$ cat src/rtl/icmb_pkg.sv
package icmb_pkg;
  localparam int unsigned SRC_PER_GRP  = 8;
  localparam int unsigned GRP_PER_QUAD = 4;
  localparam int unsigned QUAD_BYTES   = 16;

  typedef enum logic [1:0] {
    QW_EN_SET = 2'd0,
    QW_EN_CLR = 2'd1,
    QW_RAW    = 2'd2,
    QW_MASKED = 2'd3
  } qword_e;
endpackage

$ cat src/rtl/icmb_rst_sync.sv
module icmb_rst_sync (
  input  logic clk,
  input  logic rst_n,
  output logic rst_sync_n
);
  logic [1:0] stage_q;

  always_ff @(posedge clk or negedge rst_n) begin
    if (!rst_n) stage_q <= 2'b00;
    else        stage_q <= {stage_q[0], 1'b1};
  end

  assign rst_sync_n = stage_q[1];
endmodule

$ cat src/rtl/icmb_group_slice.sv
module icmb_group_slice #(
  parameter int unsigned W = 8
) (
  input  logic         clk,
  input  logic         rst_n,
  input  logic [W-1:0] src_i,
  input  logic         accept_i,
  input  logic [W-1:0] set_i,
  input  logic [W-1:0] clr_i,
  output logic [W-1:0] pend_o,
  output logic [W-1:0] mask_o,
  output logic         active_o
);
  logic [W-1:0] pend_q, pend_d;
  logic [W-1:0] mask_q, mask_d;
  logic         mask_en;

  always_comb begin
    pend_d  = accept_i ? src_i : pend_q;
    mask_en = |(set_i | clr_i);
    mask_d  = (mask_q | set_i) & ~clr_i;
  end

  always_ff @(posedge clk or negedge rst_n) begin
    if (!rst_n) begin
      pend_q <= '0;
      mask_q <= '0;
    end else begin
      pend_q <= pend_d;
      if (mask_en) mask_q <= mask_d;
    end
  end

  assign pend_o   = pend_q;
  assign mask_o   = mask_q;
  assign active_o = |(pend_q & mask_q);
endmodule

$ cat src/rtl/icmb_regif.sv
module icmb_regif
  import icmb_pkg::*;
#(
  parameter int unsigned NUM_GROUPS = 64,
  parameter int unsigned ADDR_W     = 12
) (
  input  logic                              clk,
  input  logic                              rst_n,
  input  logic [ADDR_W-1:0]                 addr_i,
  input  logic                              we_i,
  input  logic [31:0]                       wdata_i,
  input  logic [NUM_GROUPS*SRC_PER_GRP-1:0] pend_i,
  input  logic [NUM_GROUPS*SRC_PER_GRP-1:0] mask_i,
  input  logic [NUM_GROUPS-1:0]             active_i,
  output logic [NUM_GROUPS*SRC_PER_GRP-1:0] set_o,
  output logic [NUM_GROUPS*SRC_PER_GRP-1:0] clr_o,
  output logic [31:0]                       rdata_o,
  output logic                              err_o
);
  localparam int unsigned NUM_QUADS = NUM_GROUPS / GRP_PER_QUAD;
  localparam int unsigned QIDX_W    = $clog2(NUM_QUADS);
  localparam int unsigned SUM_WORDS = NUM_GROUPS / 32;
  localparam logic [ADDR_W-1:0] SUM_BASE = ADDR_W'(NUM_QUADS * QUAD_BYTES);
  localparam logic [ADDR_W-1:0] SUM_END  = ADDR_W'(NUM_QUADS * QUAD_BYTES + SUM_WORDS * 4);

  logic              in_quads, in_sum, bad_wr, err_q, err_d;
  logic [QIDX_W-1:0] qidx;
  qword_e            qword;
  logic [ADDR_W-1:0] soff;
  logic              unused_addr_lsb;

  assign in_quads        = addr_i < SUM_BASE;
  assign in_sum          = !in_quads && (addr_i < SUM_END);
  assign qidx            = addr_i[QIDX_W+3:4];
  assign qword           = qword_e'(addr_i[3:2]);
  assign soff            = addr_i - SUM_BASE;
  assign unused_addr_lsb = ^addr_i[1:0];

  // enable-set / enable-clear strobes, one byte lane per group
  always_comb begin
    set_o = '0;
    clr_o = '0;
    if (we_i && in_quads) begin
      for (int k = 0; k < int'(GRP_PER_QUAD); k++) begin
        if (qword == QW_EN_SET)
          set_o[(int'(qidx) * GRP_PER_QUAD + k) * SRC_PER_GRP +: SRC_PER_GRP] = wdata_i[k*8 +: 8];
        if (qword == QW_EN_CLR)
          clr_o[(int'(qidx) * GRP_PER_QUAD + k) * SRC_PER_GRP +: SRC_PER_GRP] = wdata_i[k*8 +: 8];
      end
    end
  end

  // read mux
  always_comb begin
    rdata_o = '0;
    if (in_quads) begin
      for (int k = 0; k < int'(GRP_PER_QUAD); k++) begin
        if (qword == QW_RAW)
          rdata_o[k*8 +: 8] = pend_i[(int'(qidx) * GRP_PER_QUAD + k) * SRC_PER_GRP +: SRC_PER_GRP];
        else if (qword == QW_MASKED)
          rdata_o[k*8 +: 8] = pend_i[(int'(qidx) * GRP_PER_QUAD + k) * SRC_PER_GRP +: SRC_PER_GRP]
                            & mask_i[(int'(qidx) * GRP_PER_QUAD + k) * SRC_PER_GRP +: SRC_PER_GRP];
      end
    end else if (in_sum) begin
      rdata_o = active_i[int'(soff[ADDR_W-1:2]) * 32 +: 32];
    end
  end

  assign bad_wr = we_i && !(in_quads && (qword == QW_EN_SET || qword == QW_EN_CLR));
  assign err_d  = bad_wr;

  always_ff @(posedge clk or negedge rst_n) begin
    if (!rst_n) err_q <= 1'b0;
    else        err_q <= err_d;
  end

  assign err_o = err_q;
endmodule

$ cat src/rtl/icmb_top.sv
module icmb_top
  import icmb_pkg::*;
#(
  parameter int unsigned NUM_GROUPS = 64,
  parameter int unsigned ADDR_W     = 12
) (
  input  logic                              clk,
  input  logic                              rst_n,
  input  logic [NUM_GROUPS*SRC_PER_GRP-1:0] src_i,
  input  logic                              ext_mode_i,
  input  logic [$clog2(NUM_GROUPS):0]       ext_max_i,
  input  logic [ADDR_W-1:0]                 bus_addr_i,
  input  logic                              bus_we_i,
  input  logic [31:0]                       bus_wdata_i,
  output logic [31:0]                       bus_rdata_o,
  output logic                              bus_err_o,
  output logic [NUM_GROUPS-1:0]             grp_irq_o
);
  localparam int unsigned NUM_SRC = NUM_GROUPS * SRC_PER_GRP;
  localparam int unsigned GIDX_W  = $clog2(NUM_GROUPS);

  logic                  rst_s;
  logic [NUM_SRC-1:0]    pend_w, mask_w, set_w, clr_w;
  logic [NUM_GROUPS-1:0] accept_w;

  icmb_rst_sync u_rst (
    .clk        (clk),
    .rst_n      (rst_n),
    .rst_sync_n (rst_s)
  );

  for (genvar g = 0; g < NUM_GROUPS; g++) begin : g_grp
    localparam logic [GIDX_W:0] GV = (GIDX_W+1)'(g);
    assign accept_w[g] = !ext_mode_i || (GV < ext_max_i);

    icmb_group_slice #(.W(SRC_PER_GRP)) u_slice (
      .clk      (clk),
      .rst_n    (rst_s),
      .src_i    (src_i[g*SRC_PER_GRP +: SRC_PER_GRP]),
      .accept_i (accept_w[g]),
      .set_i    (set_w[g*SRC_PER_GRP +: SRC_PER_GRP]),
      .clr_i    (clr_w[g*SRC_PER_GRP +: SRC_PER_GRP]),
      .pend_o   (pend_w[g*SRC_PER_GRP +: SRC_PER_GRP]),
      .mask_o   (mask_w[g*SRC_PER_GRP +: SRC_PER_GRP]),
      .active_o (grp_irq_o[g])
    );
  end

  icmb_regif #(.NUM_GROUPS(NUM_GROUPS), .ADDR_W(ADDR_W)) u_regif (
    .clk      (clk),
    .rst_n    (rst_s),
    .addr_i   (bus_addr_i),
    .we_i     (bus_we_i),
    .wdata_i  (bus_wdata_i),
    .pend_i   (pend_w),
    .mask_i   (mask_w),
    .active_i (grp_irq_o),
    .set_o    (set_w),
    .clr_o    (clr_w),
    .rdata_o  (bus_rdata_o),
    .err_o    (bus_err_o)
  );
endmodule

$ cat config.mk
export PLATFORM = sky130hd
export DESIGN_NAME = icmb_top
export DESIGN_NICKNAME = d
export VERILOG_FILES = /design/src/rtl/icmb_pkg.sv /design/src/rtl/icmb_rst_sync.sv /design/src/rtl/icmb_group_slice.sv /design/src/rtl/icmb_regif.sv /design/src/rtl/icmb_top.sv
export SDC_FILE = /design/constraint.sdc
export NUM_CORES = 2
export LEC_CHECK = 0
export ABC_AREA = 1
export CAP_MARGIN = 20
export CORE_UTILIZATION = 45
export CTS_BUF_LIST = sky130_fd_sc_hd__clkbuf_2 sky130_fd_sc_hd__clkbuf_4 sky130_fd_sc_hd__clkbuf_8
export CTS_CLUSTER_DIAMETER = 80
export CTS_CLUSTER_SIZE = 14
export DETAILED_ROUTE_END_ITERATION = 10
export MAX_ROUTING_LAYER = met4
export PLACE_DENSITY = 0.73
export SLEW_MARGIN = 20
export SYNTH_ARGS = -nofsm -noshare
export SYNTH_HDL_FRONTEND = slang
export SYNTH_SLANG_ARGS = --single-unit
$ cat constraint.sdc
create_clock -name clk -period 33.8 [get_ports clk]
set_input_delay 6.76 -clock clk [delete_from_list [all_inputs] [get_ports clk]]
set_output_delay 6.76 -clock clk [all_outputs]
set_load 0.005 [all_outputs]
Word level (Yosys, flattened, before mapping)
Index checks and enable logic that the tools add are counted.
{"block": "totals", "register_bits": 1027, "in_bits": 567, "wordCells": 782}
{"block": "classes", "n_addsub": 8, "magnitude_cmp": 66, "eq_ne": 3, "shift": 17, "mux": 32, "n_bitwise": 325, "reduce_logical": 201}
{"op": "512-bit two-way mux", "n": 16}
{"op": "512-bit bitwise mux", "n": 6}
{"op": "512-bit by 33-bit variable part select with 8-bit output", "n": 6}
{"op": "8-bit by 34-bit variable shift with 512-bit output (first input constant)", "n": 4}
{"op": "8-bit by 34-bit variable part select with 512-bit output", "n": 4}
{"op": "8-bit bitwise AND", "n": 132}
{"op": "8-bit OR", "n": 128}
{"op": "8-bit OR reduction", "n": 128}
{"op": "512-bit by 10-bit variable part select with 8-bit output", "n": 2}
{"op": "512-bit bitwise AND", "n": 1}
{"op": "8-bit NOT", "n": 64}
{"op": "6-bit by 7-bit less-than comparator with 1-bit output (first input constant)", "n": 32}
{"op": "5-bit by 7-bit less-than comparator with 1-bit output (first input constant)", "n": 16}
{"op": "32-bit negator with 34-bit output", "n": 2}
{"op": "1-bit logical OR", "n": 65}
{"op": "32-bit two-way mux", "n": 2}
{"op": "8-bit two-way mux", "n": 8}
{"op": "64-bit by 16-bit variable part select with 32-bit output", "n": 1}
{"op": "4-bit by 7-bit less-than comparator with 1-bit output (first input constant)", "n": 8}
{"op": "10-bit negator with 34-bit output", "n": 1}
{"op": "9-bit negator with 34-bit output", "n": 1}
{"op": "3-bit by 7-bit less-than comparator with 1-bit output (first input constant)", "n": 4}
{"op": "12-bit by 9-bit less-than comparator with 1-bit output (second input constant)", "n": 2}
{"op": "6-bit by 2-bit adder with 7-bit output (second input constant)", "n": 2}
{"op": "9 further kinds", "n": 17}

Logic depth before layout (Yosys ltp)
{"block": "logic_depth", "depth_word": 16, "mapped_depth": 16}

By module
A second synthesis with hierarchy kept.
{"block": "unflattened", "cells_unflattened": 9595, "area_unflattened_um2": 61137.4}
{"mod": "icmb_group_slice", "n_inst": 64, "cells_each": 72, "area_each_um2": 628.1}
{"mod": "icmb_regif", "n_inst": 1, "cells_each": 4828, "area_each_um2": 20205.6}
{"mod": "icmb_top", "n_inst": 1, "cells_each": 156, "area_each_um2": 679.4}
{"mod": "icmb_rst_sync", "n_inst": 1, "cells_each": 3, "area_each_um2": 53.8}

Worst setup path before layout
No wires, ideal clock.
{"block": "synth_path", "path_type": "input port to output port", "startpoint": "input bus_addr_i[5]", "endpoint": "output bus_rdata_o[11]", "t_arrival_ns": 8.477, "required_ns": 27.040, "slack_ns": 18.563, "path_stages": 10, "path_buffers": 4, "path_cell_list": "buf_2 -> inv_2 -> buf_2 -> buf_1 -> ha_1 -> nand2_1 -> nor4_2 -> buf_2 -> o211ai_1 -> nand2_1"}
{"block": "synth_between", "elab_chain_len": 6, "word_cells_on_any_way": 14, "classes_between": "add/sub: 2; order compare: 2; shift: 3; mux: 4; bitwise: 1; reduce/logical: 2"}
{"element": "start, declared", "line": "icmb_top.sv:12", "source": "input logic [ADDR_W-1:0] bus_addr_i,"}
{"element": "6-bit by 1-bit adder with 7-bit output", "line": "icmb_regif.sv:59, icmb_regif.sv:61, icmb_regif.sv:62"}
{"element": "512-bit by 33-bit variable part select with 8-bit output, on equally long branches", "line": "icmb_regif.sv:59, icmb_regif.sv:61, icmb_regif.sv:62"}
{"element": "8-bit bitwise AND", "line": "icmb_regif.sv:62", "source": "& mask_i[(int'(qidx) * GRP_PER_QUAD + k) * SRC_PER_GRP +: SRC_PER_GRP];"}
{"element": "8-bit two-way mux", "line": "icmb_regif.sv:60", "source": "else if (qword == QW_MASKED)"}
{"element": "8-bit two-way mux", "line": "icmb_regif.sv:58", "source": "if (qword == QW_RAW)"}
{"element": "32-bit two-way mux (*)", "line": "icmb_regif.sv:56", "source": "if (in_quads) begin"}
{"element": "end, declared", "line": "icmb_top.sv:15", "source": "output logic [31:0] bus_rdata_o,"}
Every way passes the cells marked *; elsewhere a longest branch is shown, timed or not.

Worst setup path in the final report
{"block": "layout_path", "startpoint": "input bus_addr_i[4]", "endpoint": "output bus_rdata_o[24]"}
{"block": "layout_between", "elab_chain_len": 6, "word_cells_on_any_way": 14, "classes_between": "add/sub: 2; order compare: 2; shift: 3; mux: 4; bitwise: 1; reduce/logical: 2"}
{"element": "6-bit by 2-bit adder with 7-bit output", "line": "icmb_regif.sv:59, icmb_regif.sv:61, icmb_regif.sv:62"}
{"element": "512-bit by 33-bit variable part select with 8-bit output, on equally long branches", "line": "icmb_regif.sv:59, icmb_regif.sv:61, icmb_regif.sv:62"}
{"element": "8-bit bitwise AND", "line": "icmb_regif.sv:62"}
{"element": "8-bit two-way mux", "line": "icmb_regif.sv:60"}
{"element": "8-bit two-way mux", "line": "icmb_regif.sv:58"}
{"element": "32-bit two-way mux (*)", "line": "icmb_regif.sv:56"}
Marked as above.

==> impl_metrics.tcl <==
set metrics [dict create \
    status "finished, final reports clean" \
    synth_area_leader_cell "dfrtp_1" \
    dp_hpwl_mm 211 \
    wl_per_cell_um 29.7 \
    clock-skew-final_ns 0.0399 \
    track_usage_pct 45.3 \
    synthFlopType "dfrtp_1" \
    cts_root_buffer "clkbuf_8" \
    hold_viol 0 \
    combPwrFrac_pct 17.6 \
    areaGrowthSynthToFinish_pct 14.8 \
    nNetsFinal 8589 \
    yosys_warnings 0 \
    io_buffers 661 \
    drc 0 \
    cp_max_fo 144 \
    tightest_slew_ns 1.28 \
    cts_tree "done" \
    post-cts-setup-buffers 0 \
    coreArea_um2 126000 \
    p_per_area_nw_per_um2 37.6 \
    rows 130 \
    crit_required_ns 27.04 \
    ys_ff_latch 1027 \
    tns_ns 0 \
    period_needed_ns 18.26 \
    dp.cells 9577 \
    gp_congestion 1.08 \
    start_util_pct 45.5 \
    synth.distinct_cells 51 \
    async_flop_share_pct 100 \
    drv_slew 0 \
    p_sw_mw 0.803 \
    drtIter0Drc 9441 \
    grt_pass1_wl_mm 400 \
    synth_edf_count 0 \
    rsz0062_at_grt "no" \
    hp-class "flop to asynchronous set/reset pin" \
    synth_common_cells "nand2_1, dfrtp_1, nor2_1" \
    cp-startpoint "bus_addr_i[4]" \
    grt_max_degree 185 \
    htreeDepth 3 \
    drive_gt1_share_pct 5.55 \
    synth_top_area_share_pct 44.9 \
    setup_viol 0 \
    grt_overflow 0 \
    numCtsBuffers 85 \
    start_kind "input pin" \
    synth.area.top_cells "dfrtp_1, nand2_1, nor2_1" \
    sequentialPowerShare_pct 53.7 \
    slew_headroom_pct 14.7 \
    clk_path_buf_depth 3 \
    die_h_um 359 \
    worstReg2RegStart "u_rst.stage_q[1]" \
    cts_hold_buf 0 \
    path_class "input pin to output pin" \
    via_per_inst 6.21 \
    ioPinCount 664 \
    worstPathArrival_ns 11.50 \
    swShare_pct 32.5 \
    cts_resized 0 \
    fill_cells 12400 \
    clk_pin_slew_ns 0.09 \
    die_area_um2 129000 \
    ant_nets 0 \
    p_leak_nw 30.2 \
    antenna_found_initial 22 \
    synth_cells 7717 \
    syn_nets 8292 \
    routed_wl_mm 289 \
    instances_no_fill 9708 \
    irDropWorstVdd_mv 0.0374 \
    vias 60300 \
    drv_cap 0 \
    firstDrtPassIters 9 \
    cp-end-kind "output pin" \
    fin_crit_sh_pct 54.0 \
    p_clk_share_pct 28.7 \
    dieWidth_um 359 \
    clock_latency_ns 0.85 \
    yosysSeqAreaShare_pct 44.9 \
    utilization_pct 52.2 \
    yosysMostFrequentCell "nand2_1" \
    cell_internal_pwr_mw 1.67 \
    fmax_mhz 54.8 \
    cts_sinks 1027 \
    grt_pass1_vias 55700 \
    avgSynthCellArea_um2 7.42 \
    synthesis.area_um2 57200 \
]
## registers in the layout, summed over array words and instances, names as in the netlist
signal and cells:
g_grp.u_slice.mask_o 512, g_grp.u_slice.pend_o 512, u_regif.err_o 1, u_rst.stage_q 2
## per-stage QoR
step	power (mW)	worst slack, ns	cell area [um2]	hold WS, ns
final	2.47	15.54	65700	0.329
after detailed placement	1.76	15.93	64300	0.343
after floorplan	1.54	3.05	57200	0.331
after CTS	2.45	15.94	65600	0.357
after global placement	1.76	15.96	64200	0.339
after global routing	2.53	15.54	65700	0.381
## metal layers
layer / GRT usage (%) / vias to the layer above / wire (um)
met2: 64.1 / 4307 / 122000
li1: - / 26200 / -
met1: 53.5 / 28700 / 102000
met5: - / - / 0
met4: 37.3 / 0 / 29900
met3: 12.6 / 1007 / 35100
## worst max-delay path: stages
cell and delay [ns]:
buf_8 0.23, inv_8 0.52, buf_4 0.77, buf_4 0.81, nand2_1 0.10, nand3_1 0.11, nand4_1 0.17, nand2_1 0.15
nand2_1 0.33, nand2_1 0.18, nand2_1 0.14, nand2_1 0.23, nand2_1 0.14, clkdlybuf4s50_1 0.47
## area by class of cell
type | count | area [um2] | area share [%]
multi-input cells | 5628 | 27200 | 41.3
clock buffers | 92 | 1250 | 1.90
diodes | 29 | 72.6 | 0.110
inverters | 532 | 2020 | 3.08
repair buffers | 740 | 7330 | 11.2
clock inverters | 10 | 98.8 | 0.150
flip-flops and latches | 1027 | 25700 | 39.1
well taps | 1650 | 2060 | 3.14
## power groups by stage
| stage | sequential, mW | clock [mW] | combinational, mW |
|---|---|---|---|
| after floorplan | 1.35 | 0 | 0.194 |
| after global placement | 1.35 | 0 | 0.413 |
| after detailed placement | 1.35 | 0 | 0.416 |
| after CTS | 1.32 | 0.707 | 0.418 |
| after global routing | 1.33 | 0.748 | 0.454 |
| final | 1.33 | 0.709 | 0.435 |
## cells in the final DEF (no fill, tap or decap), drive strengths merged, types with 4 or more instances in the layout
cell type,synthesis,routed
inv,530,533
nor3,44,44
dfrtp,1027,1027
nand3,562,562
ha,8,8
o22ai,4,4
mux2,180,180
a22oi,9,9
nor2,771,771
a21oi,511,511
clkdlybuf4s50,0,658
nand2,2233,2233
nand3b,7,7
diode,0,29
buf,294,82
or2,31,31
nand4,75,75
a31oi,368,368
clkinv,2,6
o21ai,608,608
o21a,18,18
o211ai,106,106
a22o,49,49
clkbuf,236,92
a221oi,24,24
o2111ai,10,10
## logic make-up after synthesis
| logic type | share of synthesized area [%] |
|---|---|
| compound gates | 17.1 |
| fa+ha+maj | 0.175 |
| buf+inv | 7.78 |
| flops | 44.9 |
| mux | 3.54 |
| other cells | 0.00655 |
| simple gates | 26.5 |
## final timing paths
kind	endpoint	slack [ns]	cells after the start
max	bus_rdata_o[24]	15.54	14
min in group clk	u_rst.stage_q[1]	0.37	0
min	g_grp[45].u_slice.pend_o[6]	0.33	0
max reg2reg	g_grp[48].u_slice.pend_o[6]	29.82	4
min reg2reg	g_grp[45].u_slice.pend_o[6]	0.33	0
max in group asynchronous	u_rst.stage_q[1]	27.61	1
No activity file was read; power rests on OpenSTA's default activity.
